==> config.mk <==
export PLATFORM = sky130hd
export DESIGN_NAME = tconv_seq
export DESIGN_NICKNAME = d
export VERILOG_FILES = /design/src/rtl/tconv_pkg.sv /design/src/rtl/tconv_timer.sv /design/src/rtl/tconv_fsm.sv /design/src/rtl/tconv_result.sv /design/src/rtl/tconv_seq.sv
export SDC_FILE = /design/constraint.sdc
export NUM_CORES = 1
export LEC_CHECK = 0
export ABC_AREA = 0
export BUFFER_PORTS_ARGS = -buffer_cell sky130_fd_sc_hd__buf_2
export CORE_MARGIN = 4
export CORE_UTILIZATION = 31
export CTS_CLUSTER_SIZE = 16
export DETAILED_ROUTE_END_ITERATION = 7
export GPL_TIMING_DRIVEN = 0
export PLACE_DENSITY = 0.5
export SLEW_MARGIN = 5
export SYNTH_ARGS = -nofsm -noshare
export SYNTH_HDL_FRONTEND = slang
export SYNTH_SLANG_ARGS = --single-unit
export TNS_END_PERCENT = 10
==> constraint.sdc <==
create_clock -name clk -period 2.8 [get_ports clk]
set_clock_uncertainty 0.2 [all_clocks]
set_input_delay 0.28 -clock clk [delete_from_list [all_inputs] [get_ports clk]]
set_output_delay 0.28 -clock clk [all_outputs]
set_load 0.01 [all_outputs]
==> src/rtl/tconv_pkg.sv <==
package tconv_pkg;
    typedef enum logic [1:0] {
        ST_OFF  = 2'd0,
        ST_CONV = 2'd1,
        ST_CAPT = 2'd2,
        ST_HOLD = 2'd3
    } tconv_state_e;
endpackage

==> src/rtl/tconv_timer.sv <==
module tconv_timer #(
    parameter int CONV_CYCLES = 100000
) (
    input  logic clk,
    input  logic rst_n,
    input  logic clr,
    input  logic run,
    output logic last
);
    localparam int CW = (CONV_CYCLES > 1) ? $clog2(CONV_CYCLES) : 1;
    localparam logic [CW-1:0] LAST_VAL = CW'(CONV_CYCLES - 1);

    logic [CW-1:0] cnt_q;

    always_ff @(posedge clk) begin
        if (!rst_n || clr) begin
            cnt_q <= '0;
        end else if (run && (cnt_q != LAST_VAL)) begin
            cnt_q <= cnt_q + CW'(1);
        end
    end

    assign last = (cnt_q == LAST_VAL);
endmodule

==> src/rtl/tconv_fsm.sv <==
module tconv_fsm
    import tconv_pkg::*;
(
    input  logic clk,
    input  logic rst_n,
    input  logic cmd_start,
    input  logic rd_start,
    input  logic bus_busy,
    input  logic conv_done,
    input  logic tmr_last,
    output logic tmr_clr,
    output logic tmr_run,
    output logic capture,
    output logic conv_pwr,
    output logic conv_aborted
);
    tconv_state_e state_q, state_d;

    // state register
    always_ff @(posedge clk) begin
        if (!rst_n) begin
            state_q <= ST_OFF;
        end else begin
            state_q <= state_d;
        end
    end

    // transitions: start, expire, capture, abort, resume
    always_comb begin
        state_d = state_q;
        unique case (state_q)
            ST_OFF: begin
                if (cmd_start) state_d = ST_CONV;
            end
            ST_CONV: begin
                if (rd_start)      state_d = ST_HOLD;
                else if (tmr_last) state_d = ST_CAPT;
            end
            ST_CAPT: begin
                if (rd_start)       state_d = ST_HOLD;
                else if (conv_done) state_d = ST_OFF;
            end
            ST_HOLD: begin
                if (!bus_busy) state_d = ST_CONV;
            end
            default: state_d = ST_OFF;
        endcase
    end

    // outputs
    always_comb begin
        tmr_clr      = 1'b0;
        tmr_run      = 1'b0;
        capture      = 1'b0;
        conv_pwr     = 1'b0;
        conv_aborted = 1'b0;
        unique case (state_q)
            ST_OFF: begin
                tmr_clr = 1'b1;
            end
            ST_CONV: begin
                tmr_run  = 1'b1;
                conv_pwr = 1'b1;
            end
            ST_CAPT: begin
                conv_pwr = 1'b1;
                capture  = conv_done && !rd_start;
            end
            ST_HOLD: begin
                tmr_clr      = 1'b1;
                conv_aborted = 1'b1;
            end
            default: tmr_clr = 1'b1;
        endcase
    end
endmodule

==> src/rtl/tconv_result.sv <==
module tconv_result #(
    parameter int CODE_W = 14,
    parameter int REG_W  = 16
) (
    input  logic              clk,
    input  logic              rst_n,
    input  logic              capture,
    input  logic [CODE_W-1:0] code_in,
    output logic [REG_W-1:0]  temp_reg,
    output logic              result_valid
);
    localparam int PAD_W = REG_W - CODE_W;

    logic [REG_W-1:0] padded;

    generate
        if (PAD_W > 0) begin : g_pad
            assign padded = {{PAD_W{1'b0}}, code_in};
        end else begin : g_nopad
            assign padded = code_in[REG_W-1:0];
        end
    endgenerate

    always_ff @(posedge clk) begin
        if (!rst_n) begin
            temp_reg     <= '0;
            result_valid <= 1'b0;
        end else if (capture) begin
            temp_reg     <= padded;
            result_valid <= 1'b1;
        end
    end
endmodule

==> src/rtl/tconv_seq.sv <==
module tconv_seq #(
    parameter int CONV_CYCLES = 100000,
    parameter int CODE_W      = 14,
    parameter int REG_W       = 16
) (
    input  logic              clk,
    input  logic              rst_n,
    input  logic              cmd_start,
    input  logic              rd_start,
    input  logic              bus_busy,
    input  logic              conv_done,
    input  logic [CODE_W-1:0] conv_code,
    output logic              conv_pwr,
    output logic              conv_aborted,
    output logic [REG_W-1:0]  temp_reg,
    output logic              result_valid
);
    logic tmr_clr, tmr_run, tmr_last, capture;

    tconv_timer #(.CONV_CYCLES(CONV_CYCLES)) u_timer (
        .clk   (clk),
        .rst_n (rst_n),
        .clr   (tmr_clr),
        .run   (tmr_run),
        .last  (tmr_last)
    );

    tconv_fsm u_fsm (
        .clk          (clk),
        .rst_n        (rst_n),
        .cmd_start    (cmd_start),
        .rd_start     (rd_start),
        .bus_busy     (bus_busy),
        .conv_done    (conv_done),
        .tmr_last     (tmr_last),
        .tmr_clr      (tmr_clr),
        .tmr_run      (tmr_run),
        .capture      (capture),
        .conv_pwr     (conv_pwr),
        .conv_aborted (conv_aborted)
    );

    tconv_result #(.CODE_W(CODE_W), .REG_W(REG_W)) u_result (
        .clk          (clk),
        .rst_n        (rst_n),
        .capture      (capture),
        .code_in      (conv_code),
        .temp_reg     (temp_reg),
        .result_valid (result_valid)
    );
endmodule

==> reports/qor.log, run 1 <==
qor: layout.n_antenna_cell 0
qor: floorplanning.floorplan.initialDensity 32.0%
qor: timing.finalHoldViolations 0
qor: place.portBuffers 35
qor: status.outcome completed
qor: synth.netlist_instances 186
qor: worst_setup_path.worst-setup-path-type register to register
qor: global_route.groute.usage.overall 12.5%
qor: global_route.via_count_of_the_first_global_routing_pass 1346
qor: clock_network.postCtsSetupBuffers 0
qor: synth.ys.flop_type dfxtp_1
qor: clock_network.cts.sinks 34
qor: global_route.gr-usage-met3 3.03%
qor: synth.synthDistinctLibCells 36
qor: hold_path.worstHoldPathType primary input to register
qor: timing.final_max_slew_viol_count 0
qor: clock_network.postCtsHoldBufs 0
qor: floorplanning.chipWidth 80.4 um
qor: clock_network.clockRootBuffer clkbuf_8
qor: timing.fin_tns_setup 0 ns
qor: worst_setup_path.reg2reg_from u_timer.cnt_q[12]
qor: clock_network.ctsHtreeMaxLevel 2
qor: global_route.gr-max-usage-layer met2
qor: route.initial_drt_markers 42
qor: synth.async_flop_share 0%
qor: layout.final_nets 254
qor: synth.syn-mean-instance-area 8.72 sq um
qor: worst_setup_path.capturing_point_of_the_worst_reg2reg_path u_timer.cnt_q[1]
qor: route.wl_per_cell 12.4 um
qor: synth.synth_edf_count 0
qor: route.num_vias 1423
qor: synth.synth.cell_area 0.00162 sq mm
qor: pwr.powerDensity 576 mW/mm^2
qor: worst_setup_path.startpoint_type register
qor: global_route.globalRouteMet2Util 20.3%
qor: pwr.total_power 0.00113 W
qor: worst_setup_path.timing.critical_path.required 2.75 ns
qor: clock_network.clock_latency 0.28 ns
qor: global_route.global_route.overflow_total 0
qor: worst_setup_path.critical_path.endpoint u_timer.cnt_q[1]
qor: global_route.antenna_found_initial 0
qor: timing.finalHoldWorstSlack 0.0402 ns
qor: clock_network.ctsResizeCount 0
qor: floorplanning.ioPinCount 39
qor: timing.post-route-period-util 80.2%
qor: worst_setup_path.critical_path_peak_fanout 10
qor: pwr.static_leakage_power 0.760 nW
qor: global_route.grt_max_degree 11
qor: global_route.grt.met1_usage 16.2%
qor: floorplanning.die-height 80.4 um
qor: route.vias_per_cell 4.76
qor: layout.max_ffs_per_register 17
qor: place.place.gp.congestion 0.717
qor: pwr.maximum_vdd_drop 0.000199 V
qor: floorplanning.rows 26
qor: floorplanning.die_area 0.00646 sq mm
qor: route.drt_first_pass_iters 4
qor: clock_network.cts.path.max_buffers 2
qor: timing.post-route-min-period 2.24 ns
qor: clock_network.tritoncts_clock_tree built
qor: worst_setup_path.worst_setup_path_end_kind register
qor: timing.clock.fmax 446 MHz
qor: clock_network.clk_pin_slew_worst_paths 0.07 ns
qor: worst_setup_path.ff2ff_setup_slack 0.56 ns
qor: place.detailed_place_hpwl 2750 um
qor: worst_setup_path.worst_r2r_path_depth 6
qor: route.antenna_left 0
qor: global_route.grt_first_pass_wirelength 6390 um
qor: floorplanning.core_area 0.00507 sq mm
qor: timing.setup-violations-final 0
qor: worst_setup_path.critical_path_arrival 2.20 ns
qor: job.cap_viol_max_count 0
qor: timing.rsz0062_at_grt false
qor: synth.synth_warnings 0
qor: route.drc_errors 0
qor: layout.final_layout_size_suffix_gt1_share 21.4%
qor: clock_network.cts_buffers 5
qor: layout.postLayoutCoreUtil 38.8%
qor: worst_setup_path.launch_point_of_the_worst_path u_timer.cnt_q[12]
qor: layout.area_delta_synth_final 21.3%
qor: synth.yosysSeqAreaShare 41.9%
qor: route.routed_wirelength 3690 um
qor: synth.ys_seq_elements 34
-- metrics by stage --
| step | setup WS (ns) | std cells | area [sq um] |
|---|---|---|---|
| after global placement | 0.557 | 292 | 1890 |
| after global routing | 0.401 | 299 | 1970 |
| final | 0.556 | 299 | 1970 |
| after detailed placement | 0.559 | 292 | 1890 |
| after floorplan | 0.728 | 187 | 1630 |
| after CTS | 0.535 | 299 | 1970 |
-- worst min path at each step --
| stage | cells past startpoint | to | start |
|---|---|---|---|
| 5_1_grt | 3 | u_result.temp_reg[13] | conv_code[13] |
| 2_1_floorplan | 2 | u_result.temp_reg[0] | conv_code[0] |
| 6_report | 3 | u_result.temp_reg[4] | conv_code[4] |
| 4_1_cts | 3 | u_result.temp_reg[4] | conv_code[4] |
| 3_5_place_dp | 1 | u_result.result_valid | u_result.result_valid |
| 3_3_place_gp | 1 | u_result.result_valid | u_result.result_valid |
-- per-layer routing --
layer	part of all wire, %	vias to the layer above	routed length [um]
met4	1.6	0	58
met3	3.0	5	109
met1	48	657	1780
li1	-	745	-
met2	47	16	1740
met5	0	-	0
-- report_power, final --
part           leakage (nW)  internal, W  switching, W
clock                0.0438     0.000167      0.000167
sequential            0.274     0.000499     0.0000135
combinational         0.442     0.000116      0.000171
total                 0.760     0.000782      0.000351
-- cell usage after synthesis, types with 2 or more instances --
| cell | instances | area [sq um] |
|---|---|---|
| a21oi_1 | 10 | 50.1 |
| and3_1 | 3 | 18.8 |
| a21boi_0 | 14 | 105 |
| nand2_1 | 40 | 150 |
| mux2i_1 | 3 | 30.0 |
| and2_1 | 2 | 12.5 |
| or3_1 | 5 | 31.3 |
| nand4_1 | 3 | 18.8 |
| o21ai_1 | 4 | 20.0 |
| or4_1 | 7 | 52.6 |
| nor2_1 | 5 | 18.8 |
| ha_1 | 5 | 62.6 |
| o31ai_1 | 6 | 45.0 |
| buf_4 | 2 | 15.0 |
| xor2_1 | 4 | 35.0 |
| inv_1 | 6 | 22.5 |
| clkbuf_1 | 7 | 26.3 |
| dfxtp_1 | 34 | 681 |
| o21ai_0 | 2 | 10.0 |
| or4b_4 | 2 | 27.5 |
| and4_1 | 3 | 26.3 |
| nand3_1 | 5 | 25.0 |
-- critical path: stages (launching register included) --
cell     delay (ns)
dfxtp_1        0.34
or4b_4         0.57
o41ai_4        0.43
buf_6          0.20
buf_8          0.15
mux2i_1        0.19
nor2_1         0.05
-- cells in the final DEF (no fill, tap or decap), types with 3 or more instances in the layout --
cell	synthesis	routed
nor2_1	5	5
or3_1	5	5
clkbuf_8	0	5
o31ai_1	6	6
xor2_1	4	4
clkbuf_1	7	7
nand4_1	3	3
o21ai_1	4	4
and4_1	3	3
buf_2	0	35
dfxtp_1	34	34
and3_1	3	3
mux2i_1	3	3
inv_1	6	6
or4_1	7	7
nand3_1	5	5
a21boi_0	14	14
ha_1	5	5
nand2_1	40	40
a21oi_1	10	10
-- final cells by class --
cell class,instances,area [sq um]
sequential,34,681
multi-input combinational,136,856
clock inverter,2,10.0
clock buffer,5,68.8
buffer,11,67.6
tap,70,87.6
timing repair buffer,35,175
fill,557,3110
inverter,6,22.5
-- kinds of logic (layout without fill, tap and decap cells) --
kind of cell               after synthesis  after routing  share of synthesized area, %
and+or+nand+nor                         79             79                          25.5
adders and majority gates                5              5                          3.86
buffers and inverters                   17             59                          5.55
muxes                                    3              3                          1.85
DFF                                     34             34                          41.9
AOI/OAI and AO/OA                       43             43                          18.9
xor gates and xnor gates                 4              4                          2.16
other                                    1              2                         0.231
No activity file was read; power rests on OpenSTA's default activity.
==> inputs of run 2 (changes only) <==
--- a/config.mk
+++ b/config.mk
@@ -5,14 +5,14 @@
 export SDC_FILE = /design/constraint.sdc
 export NUM_CORES = 1
 export LEC_CHECK = 0
-export ABC_AREA = 0
+export ABC_AREA = 1
 export BUFFER_PORTS_ARGS = -buffer_cell sky130_fd_sc_hd__buf_2
 export CORE_MARGIN = 4
 export CORE_UTILIZATION = 31
 export CTS_CLUSTER_SIZE = 16
 export DETAILED_ROUTE_END_ITERATION = 7
 export GPL_TIMING_DRIVEN = 0
-export PLACE_DENSITY = 0.5
+export PLACE_DENSITY = 0.51
 export SLEW_MARGIN = 5
 export SYNTH_ARGS = -nofsm -noshare
 export SYNTH_HDL_FRONTEND = slang
==> constraint.sdc (replaced) <==
create_clock -name clk -period 2 [get_ports clk]
set_clock_uncertainty 0.2 [all_clocks]
set_input_delay 0.2 -clock clk [delete_from_list [all_inputs] [get_ports clk]]
set_output_delay 0.2 -clock clk [all_outputs]
set_load 0.01 [all_outputs]
==> reports/qor.log, run 2 <==
qor: synth.yosys-mux-area-fraction 0% [-1.9 points]
qor: pwr.power.internal 0.00153 W [+96%]
qor: layout.final_cell_mix nand2_1 (65), buf_2 (36), dfxtp_1 (34)
qor: global_route.via_count_of_the_first_global_routing_pass 1707 [+27%]
qor: timing.post-route-min-period 1.86 ns [-0.380 ns]
qor: worst_setup_path.worst_r2r_path_depth 8 [+2]
qor: pwr.combPwrFrac 30.6% [+5.3 points]
qor: worst_setup_path.cp_cell_sequence ha_2, nand3_2, nor2_4, nand3_4, nand2_4, buf_12, nand2_1, a21oi_2
qor: synth.yosysSeqAreaShare 36.0% [-5.9 points]
qor: synth.compound_gate_portion_of_the_synthesized_area 15.6% [-3.3 points]
qor: worst_setup_path.cp.depth 8 [+2]
qor: timing.finalHoldViolations 0 [unchanged]
qor: worst_setup_path.startpoint_type register
qor: clock_network.tritoncts_clock_tree built
qor: place.placedCellCount 386 [+32%]
qor: pwr.seq_power_share 34.4% [-11 points]
qor: clock_network.cts_buffers 5 [unchanged]
qor: route.num_vias 1806 [+27%]
qor: synth.ys.flop_type dfxtp_1
qor: pwr.powerDensity 955 mW/mm^2 [+66%]
qor: floorplanning.ioPinCount 39 [unchanged]
qor: status.outcome completed
qor: global_route.grt_first_pass_wirelength 7430 um [+16%]
qor: synth.synth_edf_count 0 [unchanged]
qor: synth.yosys.area.top_type_share 36.0% [-5.9 points]
qor: place.detailed_place_hpwl 3240 um [+18%]
qor: timing.post-route-period-util 93.2% [+13 points]
qor: worst_setup_path.worst_setup_path_end_kind register
qor: hold_path.whs_path_depth 3 [unchanged]
qor: floorplanning.chipWidth 86.1 um [+7.1%]
qor: synth.ys_seq_elements 34 [unchanged]
qor: route.initial_drt_markers 66 [+57%]
qor: job.cap_viol_max_count 0 [unchanged]
qor: global_route.groute.usage.overall 12.3% [-0.18 points]
qor: clock_network.postCtsSetupBuffers 0 [unchanged]
qor: worst_setup_path.critical_path_arrival 1.88 ns [-0.32 ns]
qor: route.vias_per_cell 4.52 [-5.1%]
qor: global_route.grt_max_degree 12 [+1]
qor: synth.synth.cells.most_frequent nand2_1 (65), dfxtp_1 (34), inv_1 (31)
qor: pwr.switching_power 0.000740 W [+110%]
qor: layout.max_ffs_per_register 17 [unchanged]
qor: timing.fin_tns_setup 0 ns [unchanged]
qor: synth.synth_area_leader dfxtp_1
qor: floorplanning.floorplan.initialDensity 31.9% [-0.046 points]
qor: synth.synth-xor-area-share 4.17% [+2.0 points]
qor: clock_network.ctsHtreeMaxLevel 2 [unchanged]
qor: synth.synth_simple_gate_area_share 30.2% [+4.7 points]
qor: synth.synth.most_common_cell nand2_1
qor: place.place.gp.congestion 0.808 [+13%]
qor: layout.most_common_cell_after_layout_fill_and_taps_aside nand2_1
qor: global_route.antenna_found_initial 0 [unchanged]
qor: hold_path.worstHoldPathType primary input to register
qor: pwr.static_leakage_power 0.911 nW [+20%]
qor: worst_setup_path.worst-setup-path-type register to register
qor: layout.area_delta_synth_final 25.7%
qor: clock_network.clock_latency 0.28 ns [about the same]
qor: place.post_dp_cell_area 0.00217 sq mm [+15%]
qor: pwr.swShare 32.6% [+1.6 points]
qor: route.drt_first_pass_iters 4 [unchanged]
qor: floorplanning.core_area 0.00592 sq mm [+17%]
qor: timing.finalHoldWorstSlack 0.00876 ns [-0.0314 ns]
qor: synth.synth_top_family_by_area simple AND/OR/NAND/NOR gates
qor: synth.synth.top_cells.by_area dfxtp_1 (36%), nand2_1 (13%), a21oi_1 (6.9%)
qor: synth.synth.cell_area 0.00189 sq mm [+16%]
qor: worst_setup_path.timing.critical_path.required 2.02 ns [-0.73 ns]
qor: clock_network.clockRootBuffer clkbuf_8
qor: clock_network.cts.path.max_buffers 2 [unchanged]
qor: place.portBuffers 36 [+2.9%]
qor: worst_setup_path.cell_family_contributing_the_most_delay_on_the_critical_path simple AND/OR/NAND/NOR gates
qor: floorplanning.die_area 0.00741 sq mm [+15%]
qor: worst_setup_path.crit_path_largest_cell_delay 0.39 ns [-0.18 ns]
qor: layout.n_antenna_cell 0 [unchanged]
qor: timing.rsz0062_at_grt false
qor: pwr.clkPwrFrac 35.1% [+5.7 points]
qor: synth.synth_fa_ha_area_share 3.31% [-0.55 points]
qor: synth.synth_warnings 0 [unchanged]
qor: layout.final_cell_count_no_fill 400 [+34%]
qor: synth.syn-mean-instance-area 6.90 sq um [-21%]
qor: synth.synthDistinctLibCells 27 [-25%]
qor: timing.clock.fmax 536 MHz [+20%]
qor: timing.final_max_slew_viol_count 0 [unchanged]
qor: global_route.global_route.overflow_total 0 [unchanged]
qor: worst_setup_path.cp_slowest_cell dfxtp_1
qor: synth.netlist_instances 274 [+47%]
qor: route.routed_wirelength 4410 um [+19%]
qor: layout.final_nets 349 [+37%]
qor: clock_network.cts.sinks 34 [unchanged]
qor: worst_setup_path.sum_of_buffers_and_inverters_on_the_critical_path 1 [-1]
qor: floorplanning.rows 28 [+7.7%]
qor: worst_setup_path.critical_path_peak_fanout 10 [unchanged]
qor: layout.postLayoutCoreUtil 40.1% [+1.3 points]
qor: synth.async_flop_share 0% [unchanged]
qor: timing.setup-violations-final 0 [unchanged]
qor: route.drc_errors 0 [unchanged]
qor: layout.final_design_area_no_fill 0.00238 sq mm [+21%]
qor: floorplanning.die-height 86.1 um [+7.1%]
qor: clock_network.clk_pin_slew_worst_paths 0.08 ns [about the same]
qor: pwr.maximum_vdd_drop 0.000464 V [+130%]
qor: layout.final_layout_size_suffix_gt1_share 23.1% [+1.7 points]
qor: route.wl_per_cell 11.0 um [-11%]
qor: route.antenna_left 0 [unchanged]
==> run 2: cell count changes after synthesis, moves of 15 or more <==
cell     change
nor2_1      +21
nand2_1     +25
nand3_1     +15
o21ai_0     +16
a21oi_1     +16
inv_1       +25
==> run 2: layout make-up <==
| cell class | count | area (sq um) |
|---|---|---|
| buffer | 9 | 70.1 |
| clock buffer | 6 | 82.6 |
| clock inverter | 2 | 60.1 |
| fill | 632 | 3540 |
| inverter | 35 | 131 |
| multi-input combinational | 197 | 1020 |
| sequential | 34 | 681 |
| tap | 75 | 93.8 |
| timing repair buffer | 42 | 240 |
==> run 2: cell families (layout without fill, tap and decap cells) <==
group / Yosys count / count (layout)
and+or+nand+nor: 128 / 128
xor gates and xnor gates: 9 / 9
buffers and inverters: 44 / 94
DFF: 34 / 34
adders and majority gates: 5 / 5
other: 1 / 2
AOI/OAI and AO/OA: 53 / 53
==> run 2: repair_timing <==
action	4_1_cts	5_1_grt
hold endpoints to repair	6	0
setup endpoints to repair	10	14
hold buffers	6	0
gates resized for setup	1	3
==> run 2: worst paths after layout <==
kind / start / endpoint / slack (ns)
min reg2reg: u_result.temp_reg[11] / u_result.temp_reg[11] / 0.24
min: conv_code[11] / u_result.temp_reg[11] / 0.009
max reg2reg: u_timer.cnt_q[0] / u_timer.cnt_q[6] / 0.14
max: u_timer.cnt_q[0] / u_timer.cnt_q[6] / 0.14
==> run 2: metrics by stage <==
step / total power (W) / worst slack (ns)
after global routing: 0.00243 / 0.0247
final: 0.00227 / 0.136
after CTS: 0.00230 / 0.0168
after detailed placement: 0.00148 / -0.0600
after global placement: 0.00149 / -0.0858
after floorplan: 0.00128 / 0.252
==> run 2: layer usage <==
| layer | GRT usage, % | wire length [um] | vias to the layer above |
|---|---|---|---|
| met5 | 0 | 0 | - |
| met4 | 3.45 | 48 | 0 |
| met3 | 3.55 | 274 | 7 |
| met2 | 20.3 | 1900 | 52 |
| met1 | 15.7 | 2190 | 780 |
| li1 | - | - | 967 |
==> run 2: tightest hold or removal path, stage by stage <==
cell and delay, ns:
buf_2 0.07, o21ai_0 0.08, a21oi_1 0.11
==> run 2: power groups by stage <==
stage / Combinational [W] / Clock, W / Sequential (W)
finish: 0.000693 / 0.000796 / 0.000780
global route: 0.000793 / 0.000846 / 0.000790
CTS: 0.000699 / 0.000817 / 0.000780
detailed placement: 0.000688 / 0 / 0.000795
global placement: 0.000691 / 0 / 0.000795
floorplan: 0.000472 / 0 / 0.000806
==> inputs of run 3 (changes only) <==
--- a/config.mk
+++ b/config.mk
@@ -5,14 +5,13 @@
 export SDC_FILE = /design/constraint.sdc
 export NUM_CORES = 1
 export LEC_CHECK = 0
-export ABC_AREA = 1
+export ABC_AREA = 0
 export BUFFER_PORTS_ARGS = -buffer_cell sky130_fd_sc_hd__buf_2
 export CORE_MARGIN = 4
-export CORE_UTILIZATION = 31
+export CORE_UTILIZATION = 47
 export CTS_CLUSTER_SIZE = 16
 export DETAILED_ROUTE_END_ITERATION = 7
-export GPL_TIMING_DRIVEN = 0
-export PLACE_DENSITY = 0.51
+export PLACE_DENSITY = 0.73
 export SLEW_MARGIN = 5
 export SYNTH_ARGS = -nofsm -noshare
 export SYNTH_HDL_FRONTEND = slang
==> reports/qor.log, run 3 (synthesis gave the netlist of run 1 again) <==
qor: pwr.swShare 30.9% [-1.7 points]
qor: pwr.combPwrFrac 27.3% [-3.3 points]
qor: worst_setup_path.worst_setup_path_end_kind register
qor: pwr.power.internal 0.00117 W [-23%]
qor: layout.area_delta_synth_final 33.5%
qor: timing.setup_ws -0.0450 ns [-0.181 ns]
qor: worst_setup_path.worst-setup-path-type register to register
qor: job.cap_viol_max_count 0 [unchanged]
qor: worst_setup_path.cell_family_contributing_the_most_delay_on_the_critical_path simple AND/OR/NAND/NOR gates
qor: place.detailed_place_hpwl 2600 um [-20%]
qor: place.place.gp.congestion 0.795 [-1.6%]
qor: worst_setup_path.critical_path_peak_fanout 5 [-5]
qor: worst_setup_path.crit_path_largest_cell_delay 0.55 ns [+0.16 ns]
qor: layout.multi_input_area 860 sq um [-15%]
qor: route.highest-signal-layer met4
qor: layout.fillCellCount 287 [-55%]
qor: hold_path.worst_hold_path.endpoint u_timer.cnt_q[5]
qor: floorplanning.ioPinCount 39 [unchanged]
qor: floorplanning.rows 21 [-25%]
qor: pwr.powerDensity 783 mW/mm^2 [-18%]
qor: layout.final_cell_count_no_fill 298 [-26%]
qor: floorplanning.die_area 0.00446 sq mm [-40%]
qor: pwr.clkPwrFrac 30.6% [-4.5 points]
qor: route.drc_errors 0 [unchanged]
qor: clock_network.clockRootBuffer clkbuf_4
qor: route.num_vias 1595 [-12%]
qor: clock_network.ctsHtreeMaxLevel 2 [unchanged]
qor: clock_network.cts.path.max_buffers 2 [unchanged]
qor: route.antenna_left 0 [unchanged]
qor: route.vias_per_cell 5.35 [+19%]
qor: hold_path.worstHoldPathType primary input to register
qor: route.drt_first_pass_iters 4 [unchanged]
qor: pwr.total_power 0.00170 W [-25%]
qor: timing.finalHoldViolations 0 [unchanged]
qor: global_route.global_route.overflow_total 0 [unchanged]
qor: worst_setup_path.worst_r2r_path_depth 5 [-3]
qor: pwr.switching_power 0.000524 W [-29%]
qor: worst_setup_path.sum_of_buffers_and_inverters_on_the_critical_path 1 [unchanged]
qor: worst_setup_path.timing.critical_path.required 2.05 ns [+0.03 ns]
qor: global_route.antenna_found_initial 0 [unchanged]
qor: pwr.seq_power_share 42.2% [+7.8 points]
qor: hold_path.hp-start rst_n
qor: layout.register_area 683 sq um [+0.37%]
qor: clock_network.cts.sinks 34 [unchanged]
qor: clock_network.tritoncts_clock_tree built
qor: timing.rsz0062_at_grt true
qor: global_route.groute.usage.overall 20.8% [+8.5 points]
qor: route.wl_met3 198 um [-28%]
qor: route.wl_met2 2070 um [+9.1%]
qor: route.wl_met1 1750 um [-20%]
qor: layout.final_nets 276 [-21%]
qor: floorplanning.floorplan.initialDensity 48.6% [+17 points]
qor: global_route.grt_max_degree 20 [+8]
qor: pwr.static_leakage_power 0.879 nW [-3.6%]
qor: pwr.maximum_vdd_drop 0.000408 V [-12%]
qor: floorplanning.die-height 66.8 um [-22%]
qor: worst_setup_path.ff2ff_setup_slack -0.05 ns [-0.18 ns]
qor: timing.finalHoldWorstSlack 0.0314 ns [+0.0227 ns]
qor: place.placedCellCount 274 [-29%]
qor: clock_network.clock_latency 0.35 ns [+0.07 ns]
qor: layout.most_common_cell_after_layout_fill_and_taps_aside nand2_1
qor: timing.final_max_slew_viol_count 0 [unchanged]
qor: timing.worst-slew-pin-transition 0.543 ns
qor: hold_path.whs_path_depth 4 [+1]
qor: floorplanning.chipWidth 66.8 um [-22%]
qor: global_route.grt_first_pass_wirelength 6980 um [-6.1%]
qor: place.portBuffers 36 [unchanged]
qor: clock_network.clk_pin_slew_worst_paths 0.11 ns [+0.03 ns]
qor: worst_setup_path.capturing_point_of_the_worst_reg2reg_path u_timer.cnt_q[1]
qor: worst_setup_path.reg2reg_from u_timer.cnt_q[11]
qor: layout.n_antenna_cell 0 [unchanged]
qor: floorplanning.core_area 0.00334 sq mm [-44%]
qor: worst_setup_path.cp_cell_sequence or4b_4, o41ai_4, buf_6, mux2i_1, nor2_1
qor: layout.final_cell_mix nand2_1 (40), buf_2 (37), dfxtp_1 (32)
qor: layout.final_layout_size_suffix_gt1_share 27.0% [+3.9 points]
qor: global_route.via_count_of_the_first_global_routing_pass 1511 [-11%]
qor: layout.max_ffs_per_register 17 [unchanged]
qor: timing.fin_tns_setup -0.139 ns [-0.139 ns]
qor: status.outcome finished with violations
qor: timing.post-route-period-util 102% [+9.1 points]
qor: route.wl_per_cell 13.6 um [+24%]
qor: route.routed_wirelength 4060 um [-7.8%]
qor: timing.post-route-min-period 2.05 ns [+0.181 ns]
qor: worst_setup_path.cp_slowest_cell or4b_4
qor: timing.clock.fmax 489 MHz [-8.9%]
qor: timing.setup-violations-final 8 [+8]
qor: timing.slew-limit-headroom 63.8%
qor: place.place_worst_setup_slack -0.0429 ns [+0.0171 ns]
qor: worst_setup_path.critical_path_arrival 2.09 ns [+0.21 ns]
qor: worst_setup_path.startpoint_type register
qor: clock_network.cts_buffers 5 [unchanged]
qor: route.initial_drt_markers 72 [+9.1%]
qor: status.failed_checks negative setup slack
## run 3: changes by cell type in the layout (fill, tap and decap cells not counted), sizes merged, moves of 7 or more
| cell | previous run | this run |
|---|---|---|
| clkbuf | 12 | 5 |
| o21ai | 18 | 6 |
| nand3 | 22 | 5 |
| a21oi | 33 | 10 |
| nor2 | 33 | 5 |
| inv | 35 | 6 |
| dlygate4sd3 | 6 | 14 |
| nand2 | 69 | 40 |
| a21boi | 1 | 14 |
| or4 | 0 | 7 |
| buf | 39 | 54 |
## run 3: power by group through the flow
stage          clock network (W)  logic, W  registers (W)
6_report                0.000519  0.000462       0.000715
5_1_grt                 0.000561  0.000508       0.000719
4_1_cts                 0.000523  0.000454       0.000716
3_5_place_dp                   0  0.000398       0.000732
3_3_place_gp                   0  0.000395       0.000731
2_1_floorplan                  0  0.000287       0.000732
## run 3: final cells by class
type | count | area share (%)
clock buffers | 5 | 1.73
repair buffers | 68 | 21.3
clock inverters | 3 | 2.08
flip-flops and latches | 34 | 31.5
inverters | 6 | 1.04
multi-input cells | 136 | 39.7
well taps | 46 | 2.66
## run 3: worst max-delay path by stage
stage	start	end	slack, ns	cells past startpoint
2_1_floorplan	u_timer.cnt_q[8]	u_timer.cnt_q[1]	-0.06	6
3_3_place_gp	u_timer.cnt_q[8]	u_fsm.state_q[1]	-0.001	5
3_5_place_dp	u_timer.cnt_q[8]	u_fsm.state_q[1]	-0.04	5
4_1_cts	u_timer.cnt_q[13]	u_timer.cnt_q[1]	-0.04	5
5_1_grt	u_timer.cnt_q[11]	u_timer.cnt_q[1]	-0.13	5
6_report	u_timer.cnt_q[11]	u_timer.cnt_q[1]	-0.05	5
## run 3: layer usage
layer | track usage [%] | vias to the layer above
li1 | - | 786
met1 | 26.0 | 764
met2 | 33.9 | 41
met3 | 5.56 | 4
met4 | 7.87 | 0
met5 | 0 | -
## run 3: stage by stage
step	utilization, %	area [sq um]
after floorplan	-	1630
after global placement	57.5	1920
after global routing	64.9	2170
after detailed placement	57.5	1920
final	64.9	2170
after CTS	64.7	2160
## run 3: timing repair
action	CTS	global route
gates cloned	1	0
pin swaps	2	2
gates resized for setup	4	0
hold buffers	14	0
endpoints found under the setup margin	5	13
endpoints found under the hold margin	14	0
buffers inserted	0	1
## run 3: tightest hold or removal path, delay by kind of cell
kind | cells | cell delay [ns]
buf+inv | 1 | 0.10
simple gates | 3 | 0.22
